<file path="config.mk">
export PLATFORM = sky130hd
export DESIGN_NAME = lbus_cycle_gen
export DESIGN_NICKNAME = d
export VERILOG_FILES = /design/src/rtl/lbus_pkg.sv /design/src/rtl/lbus_phase_timer.sv /design/src/rtl/lbus_addr_window.sv /design/src/rtl/lbus_cycle_gen.sv
export SDC_FILE = /design/constraint.sdc
export NUM_CORES = 1
export LEC_CHECK = 0
export ABC_AREA = 1
export BUFFER_PORTS_ARGS = -buffer_cell sky130_fd_sc_hd__clkbuf_2
export CORE_MARGIN = 10
export CORE_UTILIZATION = 30
export CTS_CLUSTER_SIZE = 16
export DETAILED_ROUTE_END_ITERATION = 10
export PLACE_DENSITY = 0.51
export SLEW_MARGIN = 20
export SYNTH_ARGS = -nofsm -noshare
export SYNTH_HDL_FRONTEND = slang
export SYNTH_SLANG_ARGS = --single-unit
</file>
<file path="constraint.sdc">
create_clock -name clk -period 2.55 [get_ports clk]
set_input_delay 0.51 -clock clk [delete_from_list [all_inputs] [get_ports clk]]
set_output_delay 0.51 -clock clk [all_outputs]
set_load 0.1 [all_outputs]
</file>
<file path="src/rtl/lbus_pkg.sv">
package lbus_pkg;

    localparam int LB_TW = 4;

    typedef enum logic [2:0] {
        ST_IDLE,
        ST_REF,
        ST_SETUP,
        ST_STROBE,
        ST_HOLD,
        ST_DHOLD,
        ST_DONE
    } lbus_state_e;

    typedef struct packed {
        logic [LB_TW-1:0] setup;
        logic [LB_TW-1:0] strobe;
        logic [LB_TW-1:0] hold;
        logic [LB_TW-1:0] dhold;
        logic             moto;
        logic             idle_drive;
    } lbus_timing_t;

endpackage

</file>
<file path="src/rtl/lbus_phase_timer.sv">
module lbus_phase_timer #(
    parameter int CW = 4
) (
    input  logic          clk,
    input  logic          rst_n,
    input  logic          load,
    input  logic [CW-1:0] load_val,
    output logic          expired
);
    logic [CW-1:0] cnt;

    always_ff @(posedge clk or negedge rst_n) begin
        if (!rst_n)
            cnt <= '0;
        else if (load)
            cnt <= load_val;
        else if (cnt != '0)
            cnt <= cnt - 1'b1;
    end

    assign expired = (cnt == '0);

    // the counter rests at zero and never wraps
    a_r5_timer_no_wrap: assert property (@(posedge clk) disable iff (!rst_n)
        (expired && !load) |=> expired);

endmodule

</file>
<file path="src/rtl/lbus_addr_window.sv">
module lbus_addr_window #(
    parameter int AW = 8,
    parameter int WW = 4
) (
    input  logic [AW-1:0] addr_in,
    input  logic [WW-1:0] win_log2,
    output logic [AW-1:0] addr_out
);
    logic [AW-1:0] keep;

    for (genvar i = 0; i < AW; i++) begin : g_mask
        assign keep[i] = (32'(win_log2) > i);
    end

    assign addr_out = addr_in & keep;

endmodule

</file>
<file path="src/rtl/lbus_cycle_gen.sv">
module lbus_cycle_gen
    import lbus_pkg::*;
#(
    parameter int AW       = 8,
    parameter int DW       = 8,
    parameter int NSEL     = 4,
    parameter int WW       = 4,
    parameter int REF_CLKS = 2,
    localparam int SELW    = $clog2(NSEL),
    localparam int TW      = LB_TW
) (
    input  logic            clk,
    input  logic            rst_n,
    input  logic            req_valid,
    input  logic            req_write,
    input  logic [AW-1:0]   req_addr,
    input  logic [DW-1:0]   req_wdata,
    input  logic [SELW-1:0] req_sel,
    input  logic [TW-1:0]   cfg_setup,
    input  logic [TW-1:0]   cfg_strobe,
    input  logic [TW-1:0]   cfg_hold,
    input  logic [TW-1:0]   cfg_dhold,
    input  logic            cfg_moto,
    input  logic            cfg_idle_drive,
    input  logic            cfg_clk_en,
    input  logic [WW-1:0]   cfg_win,
    output logic            busy,
    output logic            done,
    output logic [DW-1:0]   rdata,
    output logic            lb_clk,
    output logic [AW-1:0]   lb_addr,
    output logic [NSEL-1:0] lb_sel_n,
    output logic            lb_rd_n,
    output logic            lb_wr_n,
    output logic [DW-1:0]   lb_dout,
    output logic            lb_doe,
    input  logic [DW-1:0]   lb_din
);
    localparam logic [TW-1:0] REF_LOAD = TW'(REF_CLKS - 1);

    lbus_state_e  state, state_d;
    lbus_timing_t tcfg;
    logic         wr_q;
    logic [SELW-1:0] sel_q;
    logic [DW-1:0]   wdata_q, rdata_q;
    logic [AW-1:0]   addr_q, addr_masked;
    logic            accept, t_expired, t_load;
    logic [TW-1:0]   t_val, strobe_len;

    assign accept     = (state == ST_IDLE) && req_valid;
    assign strobe_len = (tcfg.strobe == '0) ? TW'(1) : tcfg.strobe;

    lbus_addr_window #(.AW(AW), .WW(WW)) u_window (
        .addr_in  (req_addr),
        .win_log2 (cfg_win),
        .addr_out (addr_masked)
    );

    lbus_phase_timer #(.CW(TW)) u_timer (
        .clk      (clk),
        .rst_n    (rst_n),
        .load     (t_load),
        .load_val (t_val),
        .expired  (t_expired)
    );

    // next-state and phase length selection
    always_comb begin
        state_d = state;
        t_val   = '0;
        unique case (state)
            ST_IDLE: begin
                if (accept) begin
                    state_d = ST_REF;
                    t_val   = REF_LOAD;
                end
            end
            ST_REF: begin
                if (t_expired) begin
                    if (tcfg.setup != '0) begin
                        state_d = ST_SETUP;
                        t_val   = tcfg.setup - 1'b1;
                    end else begin
                        state_d = ST_STROBE;
                        t_val   = strobe_len - 1'b1;
                    end
                end
            end
            ST_SETUP: begin
                if (t_expired) begin
                    state_d = ST_STROBE;
                    t_val   = strobe_len - 1'b1;
                end
            end
            ST_STROBE: begin
                if (t_expired) begin
                    if (tcfg.hold != '0) begin
                        state_d = ST_HOLD;
                        t_val   = tcfg.hold - 1'b1;
                    end else if (tcfg.dhold != '0) begin
                        state_d = ST_DHOLD;
                        t_val   = tcfg.dhold - 1'b1;
                    end else begin
                        state_d = ST_DONE;
                    end
                end
            end
            ST_HOLD: begin
                if (t_expired) begin
                    if (tcfg.dhold != '0) begin
                        state_d = ST_DHOLD;
                        t_val   = tcfg.dhold - 1'b1;
                    end else begin
                        state_d = ST_DONE;
                    end
                end
            end
            ST_DHOLD: begin
                if (t_expired) state_d = ST_DONE;
            end
            ST_DONE: state_d = ST_IDLE;
            default: state_d = ST_IDLE;
        endcase
    end

    assign t_load = (state_d != state);

    // state register
    always_ff @(posedge clk or negedge rst_n) begin
        if (!rst_n) state <= ST_IDLE;
        else        state <= state_d;
    end

    // request capture and read data capture
    always_ff @(posedge clk or negedge rst_n) begin
        if (!rst_n) begin
            tcfg    <= '0;
            wr_q    <= 1'b0;
            sel_q   <= '0;
            wdata_q <= '0;
            addr_q  <= '0;
            rdata_q <= '0;
        end else begin
            if (accept) begin
                tcfg    <= '{setup: cfg_setup, strobe: cfg_strobe, hold: cfg_hold,
                             dhold: cfg_dhold, moto: cfg_moto, idle_drive: cfg_idle_drive};
                wr_q    <= req_write;
                sel_q   <= req_sel;
                wdata_q <= req_wdata;
                addr_q  <= addr_masked;
            end
            if (state == ST_STROBE && state_d != ST_STROBE && !wr_q)
                rdata_q <= lb_din;
        end
    end

    // outputs decoded from the state
    logic [NSEL-1:0] dev_hot;
    logic            sel_phase, stb_phase, drv_phase, idle_phase, idle_drv;

    always_comb begin
        dev_hot    = NSEL'(1) << sel_q;
        sel_phase  = (state == ST_SETUP) || (state == ST_STROBE) || (state == ST_HOLD);
        stb_phase  = (state == ST_STROBE);
        drv_phase  = wr_q && (sel_phase || state == ST_DHOLD);
        idle_phase = (state == ST_IDLE) || (state == ST_REF) || (state == ST_DONE);
        idle_drv   = (state == ST_IDLE) ? cfg_idle_drive : tcfg.idle_drive;

        if (tcfg.moto) begin
            lb_sel_n = stb_phase ? ~dev_hot : '1;
            lb_rd_n  = 1'b1;
            lb_wr_n  = !drv_phase;
        end else begin
            lb_sel_n = sel_phase ? ~dev_hot : '1;
            lb_rd_n  = !(stb_phase && !wr_q);
            lb_wr_n  = !(stb_phase && wr_q);
        end

        lb_doe  = drv_phase || (idle_phase && idle_drv);
        lb_dout = wdata_q;
        lb_addr = addr_q;
        busy    = (state != ST_IDLE);
        done    = (state == ST_DONE);
        rdata   = rdata_q;
    end

    assign lb_clk = clk & cfg_clk_en;

    // never more than one select low
    a_r7_one_select: assert property (@(posedge clk) disable iff (!rst_n)
        $onehot0(~lb_sel_n));

    // read and write strobes never low together
    a_r7_strobes_exclusive: assert property (@(posedge clk) disable iff (!rst_n)
        !(!lb_rd_n && !lb_wr_n));

    // controls stay inactive through the reference delay
    a_r1_ref_quiet: assert property (@(posedge clk) disable iff (!rst_n)
        $rose(busy) |=> (busy && lb_sel_n == '1 && lb_rd_n && lb_wr_n));

    // address holds for the whole cycle
    a_r6_addr_stable: assert property (@(posedge clk) disable iff (!rst_n)
        (busy && $past(busy)) |-> $stable(lb_addr));

    // done is a single clock
    a_r5_done_single: assert property (@(posedge clk) disable iff (!rst_n)
        done |=> !done);

    // an idle clock always follows completion
    a_r9_idle_after_done: assert property (@(posedge clk) disable iff (!rst_n)
        done |=> (!busy && lb_sel_n == '1));

    // read strobe unused in data-strobe mode
    a_r8_no_rd_in_moto: assert property (@(posedge clk) disable iff (!rst_n)
        (busy && tcfg.moto) |-> lb_rd_n);

endmodule

</file>
# Yosys cells after proc, flatten, opt, wreduce, memory -nomap -nowiden
# Cells that the tools add are included.
dict set report totals {
  reg_bits 52
  inputBits 53
  output_inout_bits 34
  elab_cells 92
}
dict set report classes {
  addsub 5
  magnitude_cmp 8
  n_eq_ne 8
  n_shift 1
  muxes 28
  n_bitwise 3
  n_reduce_logical 26
}
# operator n
set ops {}
lappend ops {{two-way mux 4 bit} 13}
lappend ops {{one-hot mux 4 bit (5 select lines)} 1}
lappend ops {{subtractor 4 x 1 -> 4 bit (second input constant)} 5}
lappend ops {{two-way mux 3 bit} 6}
lappend ops {{one-hot mux 3 bit (6 select lines)} 1}
lappend ops {{> comparator 4 x 3 -> 1 bit (second input constant)} 4}
lappend ops {{nonzero test 4 bit} 4}
lappend ops {{== test 3 bit (second input constant)} 3}
lappend ops {{bitwise AND 8 bit} 1}
lappend ops {{> comparator 4 x 1 -> 1 bit (second input constant)} 2}
lappend ops {{> comparator 4 x 2 -> 1 bit (second input constant)} 2}
lappend ops {{zero test 4 bit} 2}
lappend ops {{logical AND 1 bit} 7}
lappend ops {{== test 3 x 2 -> 1 bit (second input constant)} 2}
lappend ops {{logical OR 1 bit} 6}
lappend ops {{two-way mux 1 bit} 5}
lappend ops {{zero test 1 bit} 4}
lappend ops {{two-way mux 2 bit} 2}
lappend ops {{NOT 4 bit} 1}
lappend ops {{<< shifter 1 x 2 -> 4 bit (first input constant)} 1}
lappend ops {{== test 3 x 1 -> 1 bit (second input constant)} 1}
lappend ops {{zero test 3 bit} 1}
lappend ops {{!= test 3 x 2 -> 1 bit (second input constant)} 1}
lappend ops {{!= test 3 bit} 1}
lappend ops {{other kinds (3)} 3}

# Depth between registers and ports, before layout
# Gate-level depths: netlist of the first run.
dict set report logic_depth {
  word_depth 8
  mapped_depth 15
  mapped_depth_nobuf 15
}

# Modules after synthesis
# From an unflattened synthesis of the first run, not the netlist that was laid out.
dict set report hier_totals {
  cells_unflattened 375
  area_unflattened_um2 2877.8
}
# module n_inst cells_each area_per_inst_um2 seq_area_each_um2
set modules_own_cells {}
lappend modules_own_cells {lbus_cycle_gen 1 316 2527.4 1201.2}
lappend modules_own_cells {lbus_phase_timer 1 34 242.7 100.1}
lappend modules_own_cells {lbus_addr_window 1 25 107.6 0.0}

==> run metrics, run 1 <==
PortBufs=86; max_slew headroom=61.1%; Max FO, Critical Path=2; Final Hold Viols=0; Die Wd=116 um; Reg-to-Reg End=u_timer.cnt[0]; WS Path Type=clock port to primary output; status=completed; RSZ-0062 raised after global routing=no; ys async rst share=100%; syn avg cell area=8.02 um2; clk_lat worst skew=0.40 ns; Synth area leader=dfrtp_1; top post-synthesis cells by area=dfrtp_1 (47%), nand2_1 (15%), o21ai_0 (6.3%); Pre-antenna DRT Iters=4; total gr overflow=0; ANT nets after route=0; Peak supply drop=0.397 mV; core area=8850 um2; placed cells=536; max-cap viol count=0; residual DRC count=0; pre-CTS setup slack=0.342 ns; synthesis-stage register bit count=52; power per cell area=490 nW/um2; power share of the sequential group=48.1%; TritonCTS clock tree=done; DR vias/cell=4.42; Tightest Pin Transition=0.583 ns; largest net degree at the start of global routing=40; Critical Path RT=2.04 ns; Leak=1.92 nW; power share of the combinational group=7.4%; Antenna diodes=0; Sw Pwr=0.000454 W; Yosys top cell area share=47.0%; synth warn=0; initial DRC count=56; DIE AREA=13,500 um2; fin worst setup slack=0.0894 ns; die height=116 um; Final HPWL DP=5670 um; part of the Yosys area used for sequential elements=47.0%; FF+latch area=1300 um2; Worst R2R Path Depth=13; Startpoint Class=clock port; Core Rows=34; Mapped Cells=345; Sw Ratio=26.2%; routed len/inst=12.9 um; ys flop type=dfrtp_1; initial antenna violation count=0; Post-synth EDFFs=0; share of layout cells above drive strength 1=31.0%; Final Util=39.9%; first-pass GRT wire length=12,100 um; Nets=499; WL final=7050 um; Mapped Nets=406; Worst setup EP type=primary output; post-synthesis cell type count=27; Setup violations, final=0; all-layer global routing usage=11.0%; multi-input logic area=1300 um2; Clock transition at path regs=0.09 ns; final hold slack=0.0979 ns; I/O pins=87; synth cell count leaders=nand2_1 (107), dfrtp_1 (52), inv_1 (36); Fillers=933; Setup Skew=0.00526 ns; P&R area growth vs syn=27.7%; most common cell in the netlist=nand2_1; Internal Pwr Total=0.00128 W; Non-Filler Instances=547; Final GP Congestion=0.838; Clock Power Share=44.5%; reg2reg setup slack=0.61 ns; Worst Path Arrival=1.95 ns; vias post-DR=2,416; Cell Area, Synth=2770 um2; Initial Util=31.3%; worst min-delay path class=primary input to asynchronous set/reset pin; fin. max-slew vios=0; TNS Setup=0 ns; reg-to-reg critical path startpoint=u_timer.cnt[0]; vias in the first global route=2,627
-- layer usage --
metal	wire length, um	share of wire [%]	vias up	global-route usage [%]
met5	0	0	-	0
met4	55	0.78	0	3.67
met3	530	7.5	8	4.81
met2	3270	46	62	17.4
met1	3190	45	1059	13.3
li1	-	-	1287	-
-- state kept, by name (all words and copies together) (netlist names) --
| register | flops |
|---|---|
| lb_dout | 8 |
| lb_addr | 8 |
| rdata | 8 |
| state | 3 |
| tcfg | 18 |
| wr_q | 1 |
| sel_q | 2 |
| u_timer.cnt | 4 |
-- power groups by stage --
stage	logic [W]	clock network, W	registers [W]
2_1_floorplan	0.0000130	0.0000716	0.000898
3_3_place_gp	0.000130	0.0000787	0.000849
3_5_place_dp	0.000131	0.0000787	0.000850
4_1_cts	0.000131	0.000802	0.000833
5_1_grt	0.000140	0.000846	0.000834
6_report	0.000128	0.000771	0.000833
-- cell type report --
class	count	share of cell area (%)
repair buffers	90	13.4
well taps	108	3.83
clock inverters	3	1.20
inverters	42	4.46
flip-flops and latches	52	36.9
multi-input cells	242	36.9
clock buffers	10	3.37
-- stage by stage --
| stage | total power [W] | area, um2 |
|---|---|---|
| floorplan | 0.000982 | 2800 |
| global placement | 0.00106 | 3370 |
| detailed placement | 0.00106 | 3370 |
| CTS | 0.00177 | 3530 |
| global route | 0.00182 | 3530 |
| finish | 0.00173 | 3530 |
-- placed cells by master, fill, tap and decap left out --
cell,instances
or2_2,1
o21bai_2,1
clkbuf_2,82
nand3b_1,1
inv_1,36
o2111ai_1,1
nand2_8,1
nand4_1,6
o21ai_1,1
nand2_2,7
inv_2,7
ha_1,8
o21a_1,1
o22ai_1,1
clkbuf_1,1
a21oi_1,2
clkbuf_4,4
o21ai_0,34
dfrtp_1,51
nand2_1,106
xor2_1,7
nand2_4,2
buf_4,5
bufinv_16,1
nand3_4,1
dfrtp_2,1
clkbuf_8,8
inv_6,1
mux2_2,8
o211ai_1,6
nor2_4,3
nand3_1,17
nor2_1,19
nor2_2,3
nor3_1,5
-- worst max path at each step --
stage,to,depth (start not counted),slack [ns],startpoint
6_report,lb_clk,5,0.09,clk
5_1_grt,lb_sel_n[2],5,0.05,state[2]
4_1_cts,lb_sel_n[0],5,0.08,state[2]
3_5_place_dp,lb_clk,3,0.34,clk
3_3_place_gp,lb_clk,3,0.34,clk
2_1_floorplan,lb_doe,3,-0.29,state[0]
-- logic make-up (layout without fill, tap and decap cells) --
kind of cell	after synthesis	in the layout	share of synthesized area, %
and+or+nand+nor	172	172	27.3
DFF	52	52	47.0
buffers and inverters	51	145	7.15
AOI/OAI and AO/OA	47	47	9.41
adders and majority gates	8	8	3.62
muxes	8	8	3.26
xor gates and xnor gates	7	7	2.22
-- critical path, cell delays in order --
cell and delay [ns]:
clkbuf_8 0.11, clkbuf_8 0.12, nand2_1 0.05, inv_1 0.03, clkbuf_2 0.36
-- repair_timing --
action | 4_1_cts | 5_1_grt
hold buffers | 0 | 0
gates resized for setup | 4 | 1
endpoints found under the setup margin | 4 | 4
endpoints found under the hold margin | 0 | 0
buffers inserted | 0 | 0
(Power assumes the default switching activity.)
==> run 2: changes to the inputs <==
- PLACE_DENSITY: 0.51 -> 0.5
- SYNTH_HIERARCHICAL: default -> 1
==> run 2 against run 1 <==
Net effect: non-clock buffer count grew 1; register-to-register slack worse by 0.13 ns; first-iteration DRC count rose by 52%; global-route usage is 0.42 points higher; critical endpoint unchanged; area after synthesis grew 4.0%; largest cell class is now multi-input gates; sequential power barely moved; cell count rose by 9.7%; hold slack got worse by 0.016 ns; setup slack better by 0.0072 ns; combinational power rose by 8%.
==> run metrics, run 2 <==
status=completed (unchanged); Cell Area, Synth=2880 um2 (was 2770 um2); initial antenna violation count=0 (unchanged); register bank with the most flops=tcfg (unchanged); top sig layer=met4 (unchanged); vias in the first global route=2,813 (was 2,627); worst min-delay path class=primary input to asynchronous set/reset pin (unchanged); power share of the sequential group=44.8% (was 48.1%); Clock transition at path regs=0.11 ns (was 0.09 ns); Worst Path Arrival=1.94 ns (was 1.95 ns); max_slew headroom=60.4% (was 61.1%); Leak=2.12 nW (was 1.92 nW); clk_lat worst skew=0.42 ns (was 0.40 ns); all-layer global routing usage=11.5% (was 11.0%); Tightest Pin Transition=0.593 ns (was 0.583 ns); fin. max-slew vios=0 (unchanged); die height=118 um (was 116 um); Clock Power Share=47.8% (was 44.5%); Final Hold Viols=0 (unchanged); met2 routed WL=3540 um (was 3270 um); Max FO, Critical Path=2 (unchanged); initial DRC count=85 (was 56); residual DRC count=0 (unchanged); Setup violations, final=0 (unchanged); synth cell count leaders=nand2_1 (129), dfrtp_1 (52), inv_1 (48) (was nand2_1 (107), dfrtp_1 (52), inv_1 (36)); Synth area leader=dfrtp_1 (unchanged); Non-Filler Instances=600 (was 547); Met3 Wirelength=471 um (was 530 um); CTS hold repair buffers=0 (unchanged); most common cell after layout, fill and taps aside=nand2_1 (unchanged); largest net degree at the start of global routing=58 (was 40); most frequent cells in the layout=nand2_1 (129), clkbuf_2 (81), dfrtp_1 (52), inv_1 (48), o21ai_0 (30) (was nand2_1 (106), clkbuf_2 (82), dfrtp_1 (51), inv_1 (36), o21ai_0 (34)); share of layout cells above drive strength 1=27.0% (was 31.0%); RSZ-0062 raised after global routing=no (unchanged); core area=9280 um2 (was 8850 um2); syn avg cell area=7.67 um2 (was 8.02 um2); I/O pins=87 (unchanged); Internal Pwr Total=0.00138 W (was 0.00128 W); Sw Ratio=25.8% (was 26.2%); top post-synthesis cells by area=dfrtp_1 (45%), nand2_1 (17%), inv_1 (6.3%) (was dfrtp_1 (47%), nand2_1 (15%), o21ai_0 (6.3%)); DR vias/cell=4.44 (was 4.42); final hold slack=0.0819 ns (was 0.0979 ns); Antenna diodes=0 (unchanged); ys async rst share=100% (unchanged); Final GP Congestion=0.831 (was 0.838); synth warn=6 (was 0); Pre-antenna DRT Iters=4 (unchanged); WL final=7810 um (was 7050 um); synthesis-stage register bit count=52 (unchanged); M1 WL=3650 um (was 3190 um); power per cell area=506 nW/um2 (was 490 nW/um2); max reg flops=18 (unchanged); first-pass GRT wire length=13,400 um (was 12,100 um); routed len/inst=13.0 um (was 12.9 um); Initial Util=31.0% (was 31.3%); ANT nets after route=0 (unchanged); total gr overflow=0 (unchanged); Nets=529 (was 499); PortBufs=86 (unchanged); Fillers=1,019 (was 933); P&R area growth vs syn=27.8% (was 27.7%); max-cap viol count=0 (unchanged); Post-synth EDFFs=0 (unchanged); post-synthesis cell type count=29 (was 27); Peak supply drop=0.244 mV (was 0.397 mV); Final HPWL DP=6080 um (was 5670 um); Setup Skew=0.0112 ns (was 0.00526 ns); part of the Yosys area used for sequential elements=45.2% (was 47.0%); Yosys top cell area share=45.2% (was 47.0%); placed cells=587 (was 536); Startpoint Class=clock port (unchanged); Die Wd=118 um (was 116 um); vias post-DR=2,661 (was 2,416); power share of the combinational group=7.4% (about the same); ys flop type=dfrtp_1 (unchanged); Critical Path RT=2.04 ns (about the same); WS Path Type=clock port to primary output (unchanged); Sw Pwr=0.000481 W (was 0.000454 W); Mapped Cells=375 (was 345); most common cell in the netlist=nand2_1 (unchanged); Core Rows=35 (was 34); Worst setup EP type=primary output (unchanged); Mapped Nets=434 (was 406); DIE AREA=13,900 um2 (was 13,500 um2); TritonCTS clock tree=done (unchanged)
[run 2: cell count changes after synthesis, sizes merged, moves of 2 or more]
cell,delta
inv,+10
a31oi,+2
nor2,+8
o211ai,-6
nand2,+17
xor2,-6
nor3,-3
ha,-2
xnor2,+3
a21boi,+2
a21oi,+7
clkbuf,-2
[run 2: metal layers]
layer	track usage [%]	vias to the layer above
met5	0	-
met4	4.48	0
met3	4.17	10
met2	17.8	74
met1	14.1	1214
li1	-	1363
[run 2: cells by family after synthesis]
logic type | synth area share (%)
compound gates | 9.13
xor+xnor | 1.22
fa+ha+maj | 2.61
buf+inv | 8.43
flops | 45.2
mux | 4.17
simple gates | 29.2
[run 2: what timing repair did]
action / 4_1_cts / 5_1_grt
setup endpoints to repair: 4 / 5
pin swaps: 0 / 1
gates resized for setup: 4 / 6
buffers inserted: 0 / 2
[run 2: worst max-delay path: stages]
cell and delay [ns]:
clkbuf_8 0.11, clkbuf_8 0.12, nand2_1 0.05, inv_1 0.03, clkbuf_2 0.36
[run 2: final cells by class]
| type | count | area [um2] | share of cell area (%) |
|---|---|---|---|
| Clock inverter | 4 | 72.6 | 1.97 |
| Multi-Input combinational cell | 263 | 1340 | 36.5 |
| Clock buffer | 9 | 115 | 3.13 |
| Timing Repair Buffer | 91 | 487 | 13.2 |
| Inverter | 52 | 198 | 5.37 |
| Sequential cell | 52 | 1300 | 35.4 |
| Tap cell | 129 | 161 | 4.39 |
[run 2: path summary, 6_finish.rpt]
kind,startpoint,to,slack [ns],depth (start not counted)
max,clk,lb_clk,0.1,5
min in group clk,req_wdata[7],lb_dout[7],0.28,3
min reg2reg,lb_addr[2],lb_addr[2],0.49,2
min,rst_n,lb_dout[4],0.08,1
max reg2reg,u_timer/cnt[0],u_timer/cnt[3],0.48,15
max in group asynchronous,rst_n,tcfg[15],1.77,2
[run 2: power by group through the flow]
stage               Combinational, W  Clock [W]  Sequential (W)
detailed placement          0.000141  0.0000787        0.000850
global route                0.000152   0.000956        0.000835
finish                      0.000138   0.000890        0.000834
CTS                         0.000142   0.000911        0.000834
global placement            0.000142  0.0000787        0.000850
floorplan                  0.0000211  0.0000716        0.000898
[run 2: stage by stage]
| stage | setup WS, ns | utilization [%] | cell area [um2] | total power, W | setup TNS, ns |
|---|---|---|---|---|---|
| after global placement | 0.342 | 37.3 | 3460 | 0.00107 | 0 |
| after CTS | 0.00561 | 39.3 | 3650 | 0.00189 | 0 |
| after floorplan | -0.669 | - | 2880 | 0.000991 | -0.669 |
| final | 0.0966 | 39.6 | 3680 | 0.00186 | 0 |
| after detailed placement | 0.342 | 37.3 | 3460 | 0.00107 | 0 |
| after global routing | 0.0195 | 39.6 | 3680 | 0.00194 | 0 |
==> run 3: changes to the inputs <==
- BUFFER_PORTS_ARGS: -buffer_cell sky130_fd_sc_hd__clkbuf_2 -> -buffer_cell sky130_fd_sc_hd__buf_2
==> run 3 against run 2 <==
Net effect: first-iteration DRC count is 20% lower; non-clock buffer count is 3 lower; routed wire length is 1.1% lower; critical path depth is 2 higher; clock skew is 0.0045 ns lower; sequential share of layout area is 0.29 points higher; cell count is 0.50% lower; critical endpoint is now lb_sel_n[1].
==> run metrics, run 3 (synthesis results as in run 2) <==
status=completed (unchanged); first-pass GRT wire length=13,400 um (about the same); P&R area growth vs syn=26.8% (was 27.8%); Max FO, Critical Path=8 (was 2); power share of the sequential group=47.4% (was 44.8%); vias post-DR=2,635 (was 2,661); worst min-delay path class=primary input to asynchronous set/reset pin (unchanged); WS Path Type=register to primary output (was clock port to primary output); Startpoint Class=register (was clock port); Setup crit start=state[2] (was clk); max_slew headroom=60.1% (was 60.4%); Sw Pwr=0.000478 W (was 0.000481 W); Sw Ratio=27.1% (was 25.8%); share of layout cells above drive strength 1=26.5% (was 27.0%); Pre-antenna DRT Iters=4 (unchanged); Nets=526 (was 529); Initial Util=31.0% (unchanged); TNS Setup=0 ns (unchanged); Final GP Congestion=0.843 (was 0.831); power per cell area=483 nW/um2 (was 506 nW/um2); Internal Pwr Total=0.00128 W (was 0.00138 W); DR vias/cell=4.41 (was 4.44); largest net degree at the start of global routing=58 (unchanged); most frequent cells in the layout=nand2_1 (129), buf_2 (81), dfrtp_1 (52), inv_1 (48), o21ai_0 (30) (was nand2_1 (129), clkbuf_2 (81), dfrtp_1 (52), inv_1 (48), o21ai_0 (30)); Worst Path Arrival=1.89 ns (was 1.94 ns); Setup Skew=0.00669 ns (was 0.0112 ns); initial antenna violation count=0 (unchanged); CTS hold repair buffers=0 (unchanged); Clock transition at path regs=0.10 ns (was 0.11 ns); min Tclk post-route=2.40 ns; M1 GR Usage=13.3% (was 14.1%); core area=9280 um2 (unchanged); CP cell instances=inv_4, nand2_2, nor2_8, inv_4, nand2_1, nand4_1, buf_4 (was clkbuf_8, clkbuf_8, nand2_1, inv_1, clkbuf_2); RSZ-0062 raised after global routing=no (unchanged); power share of the combinational group=7.9% (was 7.4%); Clock Power Share=44.8% (was 47.8%); CP most frequent cell=inv_4 (was clkbuf_8); WP depth=7 (was 5); GR peak layer=met2 (unchanged); Final Hold Viols=0 (unchanged); Critical Path RT=2.04 ns (about the same); Setup violations, final=0 (unchanged); CP top delay family=simple AND/OR/NAND/NOR gates (was buffers and inverters); Tightest Pin Transition=0.599 ns (was 0.593 ns); Antenna diodes=0 (unchanged); vias in the first global route=2,859 (was 2,813); crit path to=lb_sel_n[1] (was lb_clk); Setup Buffers After CTS=0 (unchanged); PortBufs=86 (unchanged); Final period util=94.0%; TritonCTS clock tree=done (unchanged); reg-to-reg critical path startpoint=u_timer/cnt[0] (unchanged); all-layer global routing usage=11.6% (was 11.5%); met2 Use GR=18.1% (was 17.8%); reg2reg setup slack=0.45 ns (was 0.48 ns); Final Util=39.3% (was 39.6%); DIE AREA=13,900 um2 (unchanged); fin. max-slew vios=0 (unchanged); Buffers & Inverters on Critical Path=3 (was 4); Worst setup EP type=primary output (unchanged); Peak supply drop=0.341 mV (was 0.244 mV); I/O pins=87 (unchanged); max reg flops=18 (unchanged); Reg-to-Reg End=u_timer/cnt[3] (unchanged); Worst R2R Path Depth=15 (unchanged); M3 GR Usage=4.80% (was 4.17%); maximum clock frequency=0.417 GHz; ANT nets after route=0 (unchanged); initial DRC count=68 (was 85); Final HPWL DP=6000 um (was 6080 um); slowest CP cell=dfrtp_1 (was clkbuf_2); routed len/inst=12.9 um (was 13.0 um); clk_lat worst skew=0.42 ns (about the same); max-cap viol count=0 (unchanged); crit-path max cell delay=0.47 ns (was 0.36 ns); die height=118 um (unchanged); Core Rows=35 (unchanged); Leak=2.10 nW (was 2.12 nW); WL final=7720 um (was 7810 um); Die Wd=118 um (unchanged); most common cell after layout, fill and taps aside=nand2_1 (unchanged); register bank with the most flops=tcfg (unchanged); total gr overflow=0 (unchanged); residual DRC count=0 (unchanged)
==> run 3: cell types whose count changed in the layout (fill, tap and decap cells not counted), sizes merged <==
cell / before / now
buf: 8 / 88
bufinv: 2 / 1
clkbuf: 92 / 9
clkinvlp: 0 / 1
==> run 3: area by class of cell <==
| type | instances | area [um2] |
|---|---|---|
| fill | 1040 | 5640 |
| multi-input combinational | 263 | 1340 |
| sequential | 52 | 1300 |
| timing repair buffer | 88 | 477 |
| inverter | 52 | 200 |
| tap | 129 | 161 |
| clock buffer | 9 | 115 |
| clock inverter | 4 | 50.0 |
==> run 3: stage by stage <==
step	worst slack, ns	total power [W]	instance area, um2	hold slack [ns]	std cells
2_1_floorplan	-0.669	0.000991	2880	0.214	375
3_3_place_gp	0.420	0.00107	3470	0.457	586
3_5_place_dp	0.420	0.00107	3470	0.461	586
4_1_cts	0.0471	0.00179	3620	0.111	597
5_1_grt	0.00760	0.00185	3650	0.119	597
6_report	0.153	0.00176	3650	0.0924	597
==> run 3: how the worst min path moves through the flow <==
stage | cells after the start | start | end
2_1_floorplan | 0 | rst_n | lb_addr[0]
3_3_place_gp | 2 | lb_addr[2] | lb_addr[2]
3_5_place_dp | 2 | lb_dout[6] | lb_dout[6]
4_1_cts | 1 | rst_n | state[0]
5_1_grt | 1 | rst_n | state[0]
6_report | 1 | rst_n | tcfg[8]
==> run 3: per-layer routing <==
layer | vias to the layer above | wire length, um
li1 | 1357 | -
met2 | 77 | 3550
met5 | - | 0
met3 | 14 | 540
met1 | 1187 | 3440
met4 | 0 | 188
==> run 3: repair_timing <==
item,in CTS,in global routing
endpoints found under the setup margin,0,5
resized for setup,0,12
hold endpoints to repair,0,0
==> run 3: power by group through the flow <==
stage / clock, W / combinational, W / sequential (W)
after floorplan: 0.0000716 / 0.0000211 / 0.000898
after global placement: 0.0000786 / 0.000142 / 0.000850
after detailed placement: 0.0000786 / 0.000142 / 0.000850
after CTS: 0.000818 / 0.000143 / 0.000834
after global routing: 0.000862 / 0.000152 / 0.000835
final: 0.000788 / 0.000139 / 0.000834
